$ cat config.mk
export PLATFORM = sky130hd
export DESIGN_NAME = read_pace_throttle
export DESIGN_NICKNAME = d
export VERILOG_FILES = /design/src/rtl/rrt_pkg.sv /design/src/rtl/rrt_area_ratio.sv /design/src/rtl/rrt_exp_lut.sv /design/src/rtl/rrt_pacer.sv /design/src/rtl/read_pace_throttle.sv
export SDC_FILE = /design/constraint.sdc
export NUM_CORES = 1
export LEC_CHECK = 0
export BUFFER_PORTS_ARGS = -buffer_cell sky130_fd_sc_hd__buf_2
export CORE_UTILIZATION = 40
export CTS_CLUSTER_SIZE = 8
export DETAILED_ROUTE_END_ITERATION = 12
export PLACE_DENSITY = 0.58
export SYNTH_ARGS = -nofsm -noshare
export SYNTH_HDL_FRONTEND = slang
export SYNTH_SLANG_ARGS = --single-unit
$ cat constraint.sdc
create_clock -name clk -period 17.56 [get_ports clk]
set_clock_uncertainty 0.1 [all_clocks]
set_input_delay 0.878 -clock clk [delete_from_list [all_inputs] [get_ports clk]]
set_output_delay 0.878 -clock clk [all_outputs]
set_load 0.01 [all_outputs]
$ cat src/rtl/rrt_pkg.sv
package rrt_pkg;

    localparam int EXP_W     = 3;
    localparam int LUT_DEPTH = 16;
    localparam int IDX_W     = $clog2(LUT_DEPTH);

    typedef enum logic [1:0] {
        ST_FREE = 2'd0,
        ST_OPEN = 2'd1,
        ST_HOLD = 2'd2
    } pace_state_t;

    // Hand-tuned ratio-to-exponent table; entry order is behaviour.
    function automatic logic [EXP_W-1:0] ratio_to_exp(input logic [IDX_W-1:0] idx);
        logic [EXP_W-1:0] e;
        unique case (idx)
            4'd0, 4'd1, 4'd2:    e = 3'd0;
            4'd3, 4'd4, 4'd5:    e = 3'd1;
            4'd6, 4'd7, 4'd8:    e = 3'd2;
            4'd9, 4'd10:         e = 3'd3;
            4'd11, 4'd12:        e = 3'd4;
            default:             e = 3'd5;
        endcase
        return e;
    endfunction

endpackage

$ cat src/rtl/rrt_area_ratio.sv
module rrt_area_ratio
    import rrt_pkg::*;
#(
    parameter int DIM_W = 12
) (
    input  logic [DIM_W-1:0] src_w,
    input  logic [DIM_W-1:0] src_h,
    input  logic [DIM_W-1:0] dst_w,
    input  logic [DIM_W-1:0] dst_h,
    output logic [IDX_W-1:0] ratio_idx,
    output logic             no_limit
);
    localparam int AREA_W = 2 * DIM_W;
    localparam int PROD_W = AREA_W + IDX_W + 1;
    localparam int NCMP   = LUT_DEPTH - 1;

    logic [AREA_W-1:0] src_area;
    logic [AREA_W-1:0] dst_area;
    logic [NCMP-1:0]   at_least;

    assign src_area = AREA_W'(src_w) * AREA_W'(src_h);
    assign dst_area = AREA_W'(dst_w) * AREA_W'(dst_h);

    // at_least[j] set when dst_area >= (j+2) * src_area; the count of set
    // bits is floor(dst/src) - 1, saturated at LUT_DEPTH - 1.
    for (genvar j = 0; j < NCMP; j++) begin : g_mult
        logic [PROD_W-1:0] scaled;
        assign scaled      = PROD_W'(src_area) * PROD_W'(j + 2);
        assign at_least[j] = PROD_W'(dst_area) >= scaled;
    end

    always_comb begin
        ratio_idx = '0;
        for (int j = 0; j < NCMP; j++) begin
            ratio_idx = ratio_idx + IDX_W'(at_least[j]);
        end
    end

    assign no_limit = (src_area == '0) || (src_area >= dst_area);

endmodule

$ cat src/rtl/rrt_exp_lut.sv
module rrt_exp_lut
    import rrt_pkg::*;
(
    input  logic [IDX_W-1:0] ratio_idx,
    input  logic             no_limit,
    output logic [EXP_W-1:0] exp_sel
);
    always_comb begin
        if (no_limit) begin
            exp_sel = '0;
        end else begin
            exp_sel = ratio_to_exp(ratio_idx);
        end
    end
endmodule

$ cat src/rtl/rrt_pacer.sv
module rrt_pacer
    import rrt_pkg::*;
(
    input  logic             clk,
    input  logic             rst_n,
    input  logic             cfg_load,
    input  logic [EXP_W-1:0] new_exp,
    input  logic             up_valid,
    output logic             up_ready,
    output logic             dn_valid,
    input  logic             dn_ready,
    output logic [EXP_W-1:0] cur_exp
);
    localparam int CNT_W = EXP_W + 2;

    pace_state_t      state;
    pace_state_t      state_nxt;
    logic [CNT_W-1:0] hold_cnt;
    logic             gate_open;
    logic             fire;
    logic             hold_last;

    assign hold_last = (hold_cnt == ({cur_exp, 2'b00} - CNT_W'(2)));
    assign fire      = up_valid && dn_ready && gate_open;

    always_comb begin
        state_nxt = state;
        unique case (state)
            ST_FREE: state_nxt = ST_FREE;
            ST_OPEN: if (fire)      state_nxt = ST_HOLD;
            ST_HOLD: if (hold_last) state_nxt = ST_OPEN;
            default: state_nxt = ST_FREE;
        endcase
        if (cfg_load) begin
            state_nxt = (new_exp == '0) ? ST_FREE : ST_OPEN;
        end
    end

    always_ff @(posedge clk) begin
        if (!rst_n) begin
            state    <= ST_FREE;
            hold_cnt <= '0;
            cur_exp  <= '0;
        end else begin
            state <= state_nxt;
            if (cfg_load || state != ST_HOLD) begin
                hold_cnt <= '0;
            end else begin
                hold_cnt <= hold_cnt + CNT_W'(1);
            end
            if (cfg_load) begin
                cur_exp <= new_exp;
            end
        end
    end

    always_comb begin
        unique case (state)
            ST_FREE: gate_open = 1'b1;
            ST_OPEN: gate_open = 1'b1;
            ST_HOLD: gate_open = 1'b0;
            default: gate_open = 1'b1;
        endcase
        up_ready = dn_ready && gate_open;
        dn_valid = up_valid && gate_open;
    end

endmodule

$ cat src/rtl/read_pace_throttle.sv
module read_pace_throttle
    import rrt_pkg::*;
#(
    parameter int DIM_W = 12
) (
    input  logic             clk,
    input  logic             rst_n,
    input  logic             cfg_load,
    input  logic [DIM_W-1:0] cfg_src_w,
    input  logic [DIM_W-1:0] cfg_src_h,
    input  logic [DIM_W-1:0] cfg_dst_w,
    input  logic [DIM_W-1:0] cfg_dst_h,
    input  logic             up_valid,
    output logic             up_ready,
    output logic             dn_valid,
    input  logic             dn_ready,
    output logic [2:0]       pace_exp
);
    logic [IDX_W-1:0] ratio_idx;
    logic             no_limit;
    logic [EXP_W-1:0] exp_sel;
    logic [EXP_W-1:0] cur_exp;

    rrt_area_ratio #(.DIM_W(DIM_W)) u_ratio (
        .src_w     (cfg_src_w),
        .src_h     (cfg_src_h),
        .dst_w     (cfg_dst_w),
        .dst_h     (cfg_dst_h),
        .ratio_idx (ratio_idx),
        .no_limit  (no_limit)
    );

    rrt_exp_lut u_lut (
        .ratio_idx (ratio_idx),
        .no_limit  (no_limit),
        .exp_sel   (exp_sel)
    );

    rrt_pacer u_pacer (
        .clk      (clk),
        .rst_n    (rst_n),
        .cfg_load (cfg_load),
        .new_exp  (exp_sel),
        .up_valid (up_valid),
        .up_ready (up_ready),
        .dn_valid (dn_valid),
        .dn_ready (dn_ready),
        .cur_exp  (cur_exp)
    );

    assign pace_exp = cur_exp;

endmodule

## Word level (Yosys, flattened, before mapping)

Memories as Yosys holds them, arrays and structs flattened.
Cells that the tools add are included.

| storage, ports and cells | value |
|---|---|
| register bits after elaboration | 10 |
| bits in read-only memories | 48 |
| input bits | 53 |
| output and inout port bits | 5 |
| logic and storage cells | 73 |
| memories kept | 1 |

| operators by class | value |
|---|---|
| $add $sub $neg | 16 |
| multipliers | 13 |
| order comparisons | 16 |
| equal/unequal tests | 6 |
| muxes and demuxes | 7 |
| bitwise operators | 1 |
| reductions and logical operators | 10 |

Memories:

| memory | words | width | rd ports | clocked after Yosys merged registers in | wr ports | line | RTL |
|---|---|---|---|---|---|---|---|
| (name not given) | 16 | 3 | 1 | 0 | 0 | rrt_pkg.sv:16 | `unique case (idx)` |

Operators by type and width:

| operator | number |
|---|---|
| $ge 24x28->1 | 8 |
| $mul 24x4->28 const B | 4 |
| $ge 24x27->1 | 4 |
| $mul 24x3->27 const B | 4 |
| $mul 24x2->26 const B | 3 |
| $add 4x1->4 | 13 |
| $ge 24x26->1 | 2 |
| $mul 12x12->24 | 2 |
| $ge 24x25->1 | 1 |
| $ge 24x24->1 | 1 |
| $logic_not 24->1 | 1 |
| $mux 2 | 3 |
| $ne 3x2->1 const B | 2 |
| $add 5x1->5 const B | 1 |
| $eq 5x5->1 | 1 |
| $sub 5x2->5 const B | 1 |
| $logic_and 1x1->1 | 4 |
| $pmux 2 s2 | 1 |
| $logic_not 3->1 | 1 |
| $mux 3 | 1 |
| $add 1x1->2 | 1 |
| $eq 2x1->1 const B | 1 |
| $eq 2x2->1 const B | 1 |
| $logic_or 1x1->1 | 2 |
| 5 further kinds | 6 |

## Longest topological paths before layout

Gate-level depths: netlist of the first run.
An unclocked memory read counts as a cell.

| depth | value |
|---|---|
| depth after elaboration | 22 |
| gate-level depth with buffers | 55 |
| gate-level depth less buffers | 53 |

## Modules after synthesis

From an unflattened synthesis of the first run, not the netlist that was laid out.

| second synthesis, totals | value |
|---|---|
| cells, all modules | 3406 |
| area, all modules | 28411.0 sq um |

Modules (own cells, without submodules):

| module | times used | cells an instance | area an instance (sq um) | sequential area each (sq um) |
|---|---|---|---|---|
| rrt_area_ratio | 1 | 3340 | 27776.6 | 0.0 |
| rrt_pacer | 1 | 51 | 513.0 | 200.2 |
| rrt_exp_lut | 1 | 15 | 121.4 | 0.0 |

## Worst setup path after synthesis of the first run

No wires, ideal clock.

| path | value |
|---|---|
| path type | input-to-reg |
| start point | input cfg_src_w[0] |
| end point | register u_pacer.state[0] |
| setup time | 0.124 ns |
| data arrival time | 13.237 ns |
| data required time | 17.336 ns |
| slack | 4.099 ns |
| stages | 48 |
| buffers on the path | 1 |
| cells stage by stage | clkbuf_1 > nand2_1 > fa_1 > fa_1 > inv_1 > fa_1 > fa_1 > inv_1 > fa_1 > inv_1 > ha_1 > o21ai_1 > nand2b_1 > nand2_1 > xnor2_1 > inv_1 > ha_1 > ha_1 > [... 12 more ...] > xor2_1 > ha_1 > a21o_1 > a221oi_1 > o21ai_0 > o31a_1 > nand4_1 > fa_1 > fa_1 > inv_1 > fa_1 > ha_1 > fa_1 > ha_1 > o211ai_1 > o21ai_0 > or3_1 > o2bb2ai_1 |

| on the way | value |
|---|---|
| longest elaborated chain between the ends | 22 |
| elaborated cells on any way between the ends | 49 |
| those cells by class | 14 x add/sub; 12 x mul; 16 x order compare; 3 x mux; 3 x reduce/logical; 1 x memory |

Ends and longest elaborated chain:

| element | line | RTL |
|---|---|---|
| start, declared | read_pace_throttle.sv:9 | `input logic [DIM_W-1:0] cfg_src_w,` |
| $mul 12x12->24 * | rrt_area_ratio.sv:21 | `assign src_area = AREA_W'(src_w) * AREA_W'(src_h);` |
| $mul 24x2->26 | rrt_area_ratio.sv:28 | `assign scaled = PROD_W'(src_area) * PROD_W'(j + 2);` |
| $ge 24x26->1 | rrt_area_ratio.sv:29 | `assign at_least[j] = PROD_W'(dst_area) >= scaled;` |
| $add 1x1->2 | rrt_area_ratio.sv:35 | `ratio_idx = ratio_idx + IDX_W'(at_least[j]);` |
| $add 4x1->4 (13 in a row) | rrt_area_ratio.sv:35 |  |
| $mem_v2 16x3 | -- |  |
| $mux 3 * | rrt_exp_lut.sv:9 | `if (no_limit) begin` |
| $logic_not 3->1 * | rrt_pacer.sv:35 | `state_nxt = (new_exp == '0) ? ST_FREE : ST_OPEN;` |
| $mux 1 * | rrt_pacer.sv:35 |  |
| $mux 2 * | rrt_pacer.sv:34 | `if (cfg_load) begin` |
| end signal, assigned | rrt_pacer.sv:45 | `state <= state_nxt;` |
| end, declared | rrt_pacer.sv:16 | `pace_state_t state;` |

Mark *: on every way between the ends. The rest lies on a longest branch, timed or not.
A chain may end at the register's enable or synchronous reset.

## Final worst setup path of the first run

| path | value |
|---|---|
| start point | input cfg_src_w[3] |
| end point | register u_pacer.state[0] |

Same word-level chain as after synthesis.

==> run summary, run 1 <==
Status -> finished, final reports clean
Post-Syn Area -> 28,400 µm²
FF-to-FF Start -> u_pacer.cur_exp[0]$_SDFFE_PN0P_
Final HPWL DP -> 65.5 mm
Clk sinks -> 10
Vias in the first global route -> 24,400
Setup CP Type -> input pin to flip-flop
Max incr delay on CP -> 0.56 ns
Worst setup SP type -> input pin
Routing usage on met1 -> 0.280
Setup Viol. Count Final -> 0
F_max -> 0.0719 GHz
CTS root buf -> clkbuf_16
Max capacitance violation total -> 0
DR vias/cell -> 5.49
Worst Reg-to-Reg Cells -> 6
Fill cell total of the finished layout -> 7,233
DR vias -> 23,900
R2r endpoint -> u_pacer.state[1]$_SDFFE_PN0P_
Reg2Reg Setup Slack -> 15.74 ns
Global route hottest layer -> met2
Syn Area/Cell -> 8.38 µm²
Most frequent CP cell -> fa_1
Wirelength per Cell -> 17.6 µm
Post-synthesis async set-or-reset flop share -> 0
Fin Setup TNS -> 0 ns
GRT Util Overall -> 0.216
CTS tree -> built
Clock Tree Buf Depth -> 2
Rows -> 97
Synth top area share -> 0.300
Die H -> 268 µm
Largest net degree at the start of global routing -> 21
Cts bufs inserted -> 3
Flops & latches, synth -> 10
Synth cell types -> 102
CP max stage cell -> fa_1
Core region area -> 70,100 µm²
Yosys warns -> 0
Syn Nets -> 4,421
Post-synth EDFFs -> 0
Unrepaired setup endpoints after global routing -> false
Post-synthesis sequential area ratio -> 0.00706
Cells after Synth -> 3,386
Final hold vios -> 0
Worst Hold End -> u_pacer.hold_cnt[0]$_SDFF_PP0_
Worst-skew pair later-pin latency -> 0.24 ns
WP data arrival -> 13.91 ns
H-tree Lvls -> 1
Synth area leader -> ha_1
Nets -> 4,450
GR Layer Usage met2 -> 0.403
Hold WC Path Type -> flip-flop to flip-flop
Slew headroom -> 0.406
GPL Wtd Cong -> 0.932
DRT antenna net count -> 0
Die area -> 72,000 µm²
Min Tclk post-route -> 13.90 ns
Total wire length -> 76.8 mm
Final antenna diode count -> 0
Post-CTS setup buffers -> 0
Type of destination of the critical path -> flip-flop
Worst-margin pin slew -> 0.879 ns
Starting Density -> 0.404
Area grow syn2layout -> 5.99%
Initial antenna violation count -> 0
Final period utilization -> 0.792
Synth Flop Type -> dfxtp_1
Hold path start -> u_pacer.hold_cnt[0]$_SDFF_PP0_
Clock transition at path regs -> 0.04 ns
Min-Delay Path Depth -> 1
Synth area leaders -> ha_1 (30%), fa_1 (21%), inv_1 (5.9%)
# DRC -> 0
Total gr overflow -> 0
Crit path required time -> 17.57 ns
Post-cts resize count -> 0
Inst Count DP -> 4,350
Pre-antenna DRT Iters -> 8
Worst-path fanout max -> 17
Initial DRC Count -> 1,116
Pins Over Slew Limit -> 0
First-pass GRT wire length -> 126 mm
PortBufs -> 57
Hold_buf cts -> 0
Chip Width -> 268 µm
Layout cell share with drive strength beyond 1 -> 0.0557
Met3 Resource Use GR -> 0.00412
IO Count -> 58
Layout Cells excl Fill -> 4,354
-- registers in the layout, indices dropped and copies added (netlist names) --
signal	cells
u_pacer.state	2
u_pacer.hold_cnt	5
u_pacer.cur_exp	3
-- worst max-delay path by stage --
stage	startpoint	slack [ns]	depth (start not counted)	endpoint
2_1_floorplan	cfg_src_w[0]	4.10	48	u_pacer.state[0]$_SDFFE_PN0P_
3_3_place_gp	cfg_src_w[3]	3.56	50	u_pacer.state[0]$_SDFFE_PN0P_
3_5_place_dp	cfg_src_w[3]	3.46	50	u_pacer.state[0]$_SDFFE_PN0P_
4_1_cts	cfg_src_w[3]	3.69	50	u_pacer.state[0]$_SDFFE_PN0P_
5_1_grt	cfg_src_w[0]	2.94	50	u_pacer.state[0]$_SDFFE_PN0P_
6_report	cfg_src_w[3]	3.66	50	u_pacer.state[0]$_SDFFE_PN0P_
-- cells in the mapped netlist (29+ instances only) --
cell and instances:
a21o_1 146, a21oi_1 194, a31oi_1 29, and2_1 106
clkbuf_1 60, fa_1 302, ha_1 680, inv_1 444
nand2_1 307, nand2b_1 51, nand3_1 52, nand4_1 54
nor2_1 114, nor2b_1 45, nor3_1 37, o21a_1 59
o21ai_0 142, xnor2_1 106, xor2_1 78
-- layout by cell type, fill, tap and decap left out, drive strengths merged, types with 8 or more instances in the layout --
cell | netlist | layout
ha | 680 | 680
inv | 449 | 449
nand2 | 308 | 308
fa | 302 | 302
a21oi | 196 | 196
o21ai | 154 | 154
a21o | 147 | 147
nor2 | 115 | 115
xnor2 | 110 | 110
and2 | 106 | 106
buf | 8 | 92
xor2 | 81 | 81
o21a | 59 | 59
nand4 | 54 | 54
nand3 | 52 | 52
nand2b | 51 | 51
nor2b | 45 | 45
nor3 | 41 | 41
a31oi | 30 | 30
a211oi | 27 | 27
o211ai | 26 | 26
and3 | 25 | 25
o21bai | 22 | 22
or2 | 19 | 19
or3 | 18 | 18
nor4 | 13 | 13
a2111oi | 12 | 12
o2111ai | 11 | 11
a211o | 10 | 10
dfxtp | 10 | 10
a41oi | 10 | 10
a21boi | 10 | 10
a31o | 8 | 8
a221oi | 8 | 8
and4 | 8 | 8
o31ai | 8 | 8
-- area by class of cell --
| class | instances | area [µm²] | share of cell area |
|---|---|---|---|
| clock buffers | 4 | 88.8 | 0.00295 |
| inverters | 452 | 1710 | 0.0569 |
| multi-input cells | 2856 | 26400 | 0.876 |
| flip-flops and latches | 10 | 200 | 0.00666 |
| well taps | 940 | 1180 | 0.0391 |
| repair buffers | 92 | 548 | 0.0182 |
-- critical path: cells and delay by family --
family	cells	cell delay (ns)
XOR/XNOR	1	0.16
AND/OR/NAND/NOR	12	2.23
adder cells (fa/ha/maj)	16	7.00
AO/OA/AOI/OAI	13	2.49
buffers and inverters	8	1.09
-- logic make-up (layout without fill, tap and decap cells) --
family,Yosys count,after routing,share of synthesized area
adder cells (fa/ha/maj),989,989,0.515
multiplexers,7,7,0.00251
flip-flops,10,10,0.00706
buffers and inverters,520,548,0.0698
AND/OR/NAND/NOR,870,870,0.155
AO/OA/AOI/OAI,799,799,0.189
XOR/XNOR,191,191,0.0616
-- layer usage --
| metal | vias to the layer above | routed length (µm) |
|---|---|---|
| met4 | 0 | 1480 |
| li1 | 11800 | - |
| met5 | - | 0 |
| met1 | 11700 | 35100 |
| met2 | 326 | 38600 |
| met3 | 62 | 1620 |
-- per-stage QoR --
| step | worst slack, ns | cell area [µm²] | hold WS (ns) | util |
|---|---|---|---|---|
| finish | 3.66 | 30100 | 0.360 | 0.429 |
| global route | 2.94 | 30100 | 0.400 | 0.429 |
| CTS | 3.69 | 30100 | 0.363 | 0.429 |
| detailed placement | 3.46 | 30000 | 0.353 | 0.427 |
| global placement | 3.56 | 30000 | 0.347 | 0.427 |
| floorplan | 4.10 | 28400 | 0.330 | - |
Power of run 1 is not shown: default switching activity piles up to over one toggle a cycle in this logic, so the estimate is an artifact.
==> run 2, diff against run 1 <==
- PLACE_DENSITY: 0.58 -> 0.6
- clock period: 17.56 -> 12.7 ns (I/O delays scaled with it)
==> run 2 against run 1 <==
Wire length up 3.7%. Critical path depth down 5. Via count increased by 3.6%. Register-to-register slack got worse by 4.8 ns. Sequential cell count unchanged. Critical path type unchanged.
==> run summary, run 2 (same netlist as run 1, synthesis figures left out) <==
Max capacitance violation total -> 0 (unchanged)
Post-route cell area -> 32,300 µm² (was 30,100 µm²)
Total wire length -> 79.6 mm (was 76.8 mm)
Core region area -> 70,100 µm² (unchanged)
Starting Density -> 0.404 (unchanged)
Top flop regs -> u_pacer.hold_cnt x5, u_pacer.cur_exp x3, u_pacer.state x2 (unchanged)
CTS root buf -> clkbuf_16 (unchanged)
Layout Cells excl Fill -> 4,607 (was 4,354)
Setup CP Type -> input pin to flip-flop (unchanged)
Chip Width -> 268 µm (unchanged)
Max FFs per register -> 5 (unchanged)
Initial DRC Count -> 1,131 (was 1,116)
CTS tree -> built (unchanged)
Most common cell after layout, fill and taps aside -> ha_1 (unchanged)
Worst-skew pair later-pin latency -> 0.24 ns (about the same)
IO Count -> 58 (unchanged)
H-tree Lvls -> 1 (unchanged)
Pre-antenna DRT Iters -> 5 (was 8)
WP data arrival -> 12.32 ns (was 13.91 ns)
Final hold vios -> 0 (unchanged)
Max incr delay on CP -> 0.60 ns (was 0.56 ns)
CP max stage cell -> fa_2 (was fa_1)
GRT Util Overall -> 0.221 (was 0.216)
Worst-margin pin slew -> 0.851 ns (was 0.879 ns)
Rows -> 97 (unchanged)
PortBufs -> 57 (unchanged)
Post-DP Area -> 31,900 µm² (was 30,000 µm²)
Worst Hold Margin -> 0.360 ns (about the same)
Total gr overflow -> 0 (unchanged)
Area grow syn2layout -> 13.9% (was 5.99%)
Nets -> 4,703 (was 4,450)
Clock transition at path regs -> 0.04 ns (about the same)
Most frequent CP cell -> fa_1 (unchanged)
Clk sinks -> 10 (unchanged)
First-pass GRT wire length -> 128 mm (was 126 mm)
Largest Register -> u_pacer.hold_cnt (unchanged)
Die area -> 72,000 µm² (unchanged)
Die H -> 268 µm (unchanged)
DRT antenna net count -> 0 (unchanged)
Slew headroom -> 0.425 (was 0.406)
Initial antenna violation count -> 1 (was 0)
Inst Count DP -> 4,591 (was 4,350)
F_max -> 0.0813 GHz
Type of destination of the critical path -> flip-flop (unchanged)
# DRC -> 0 (unchanged)
Worst-path fanout max -> 8 (was 17)
Util after Layout -> 0.461 (was 0.429)
Final HPWL DP -> 69.9 mm (was 65.5 mm)
Layout cell share with drive strength beyond 1 -> 0.132 (was 0.0557)
Wirelength per Cell -> 17.3 µm (was 17.6 µm)
Cts bufs inserted -> 3 (unchanged)
DR vias -> 24,800 (was 23,900)
DR vias/cell -> 5.38 (was 5.49)
Final antenna diode count -> 0 (unchanged)
Setup Viol. Count Final -> 0 (unchanged)
Hold WC Path Type -> flip-flop to flip-flop (unchanged)
Worst setup SP type -> input pin (unchanged)
Pins Over Slew Limit -> 0 (unchanged)
Final period utilization -> 0.969
Min Tclk post-route -> 12.30 ns
Vias in the first global route -> 25,000 (was 24,400)
Crit path required time -> 12.71 ns (was 17.57 ns)
Largest net degree at the start of global routing -> 17 (was 21)
Most frequent cells in the layout -> ha_1 (674), inv_1 (443), nand2_1 (305) (was ha_1 (680), inv_1 (444), nand2_1 (307))
GPL Wtd Cong -> 0.904 (was 0.932)
Clock Tree Buf Depth -> 2 (unchanged)
Status -> finished, final reports clean (unchanged)
-- run 2: path summary, 6_finish.rpt --
| kind | start | endpoint | slack [ns] | depth (start not counted) |
|---|---|---|---|---|
| setup / recovery | cfg_src_w[2] | u_pacer.state[0]$_SDFFE_PN0P_ | 0.40 | 45 |
| hold / removal | u_pacer.hold_cnt[0]$_SDFF_PP0_ | u_pacer.hold_cnt[0]$_SDFF_PP0_ | 0.36 | 1 |
| setup reg to reg | u_pacer.cur_exp[0]$_SDFFE_PN0P_ | u_pacer.state[1]$_SDFFE_PN0P_ | 10.96 | 6 |
| hold reg to reg | u_pacer.hold_cnt[0]$_SDFF_PP0_ | u_pacer.hold_cnt[0]$_SDFF_PP0_ | 0.36 | 1 |
-- run 2: metal layers --
metal  up-vias  GRT usage  wire, µm
met2       365      0.411     39700
met1     12000      0.283     36200
met4         2     0.0375      1440
li1      12400          -         -
met3        59     0.0115      2260
met5         -          0        13
-- run 2: what timing repair did --
| action | CTS | global route |
|---|---|---|
| hold buffers | 0 | 0 |
| pin swaps | 0 | 41 |
| setup endpoints to repair | 1 | 4 |
| setup buffers | 0 | 12 |
| cloned | 0 | 0 |
| gates resized for setup | 1 | 61 |
-- run 2: stage by stage --
| stage | worst slack (ns) | setup TNS (ns) |
|---|---|---|
| floorplan | 0.0136 | 0 |
| global placement | -0.178 | -0.222 |
| detailed placement | -0.284 | -0.455 |
| CTS | 0.0404 | 0 |
| global route | -0.0668 | -0.0668 |
| finish | 0.395 | 0 |
-- run 2: layout make-up --
class / instances / area, µm²
multi-input cells: 2856 / 26600
fillers: 7085 / 37800
flip-flops and latches: 10 / 200
inverters: 452 / 1710
repair buffers: 345 / 2520
clock buffers: 4 / 88.8
well taps: 940 / 1180
-- run 2: critical path: cells and delay by family --
family,cells,cell delay (ns)
xor+xnor,2,0.32
fa+ha+maj,15,6.11
simple gates,8,1.86
compound gates,10,2.13
buf+inv,10,1.24
Power of run 2 is left out for the same reason.
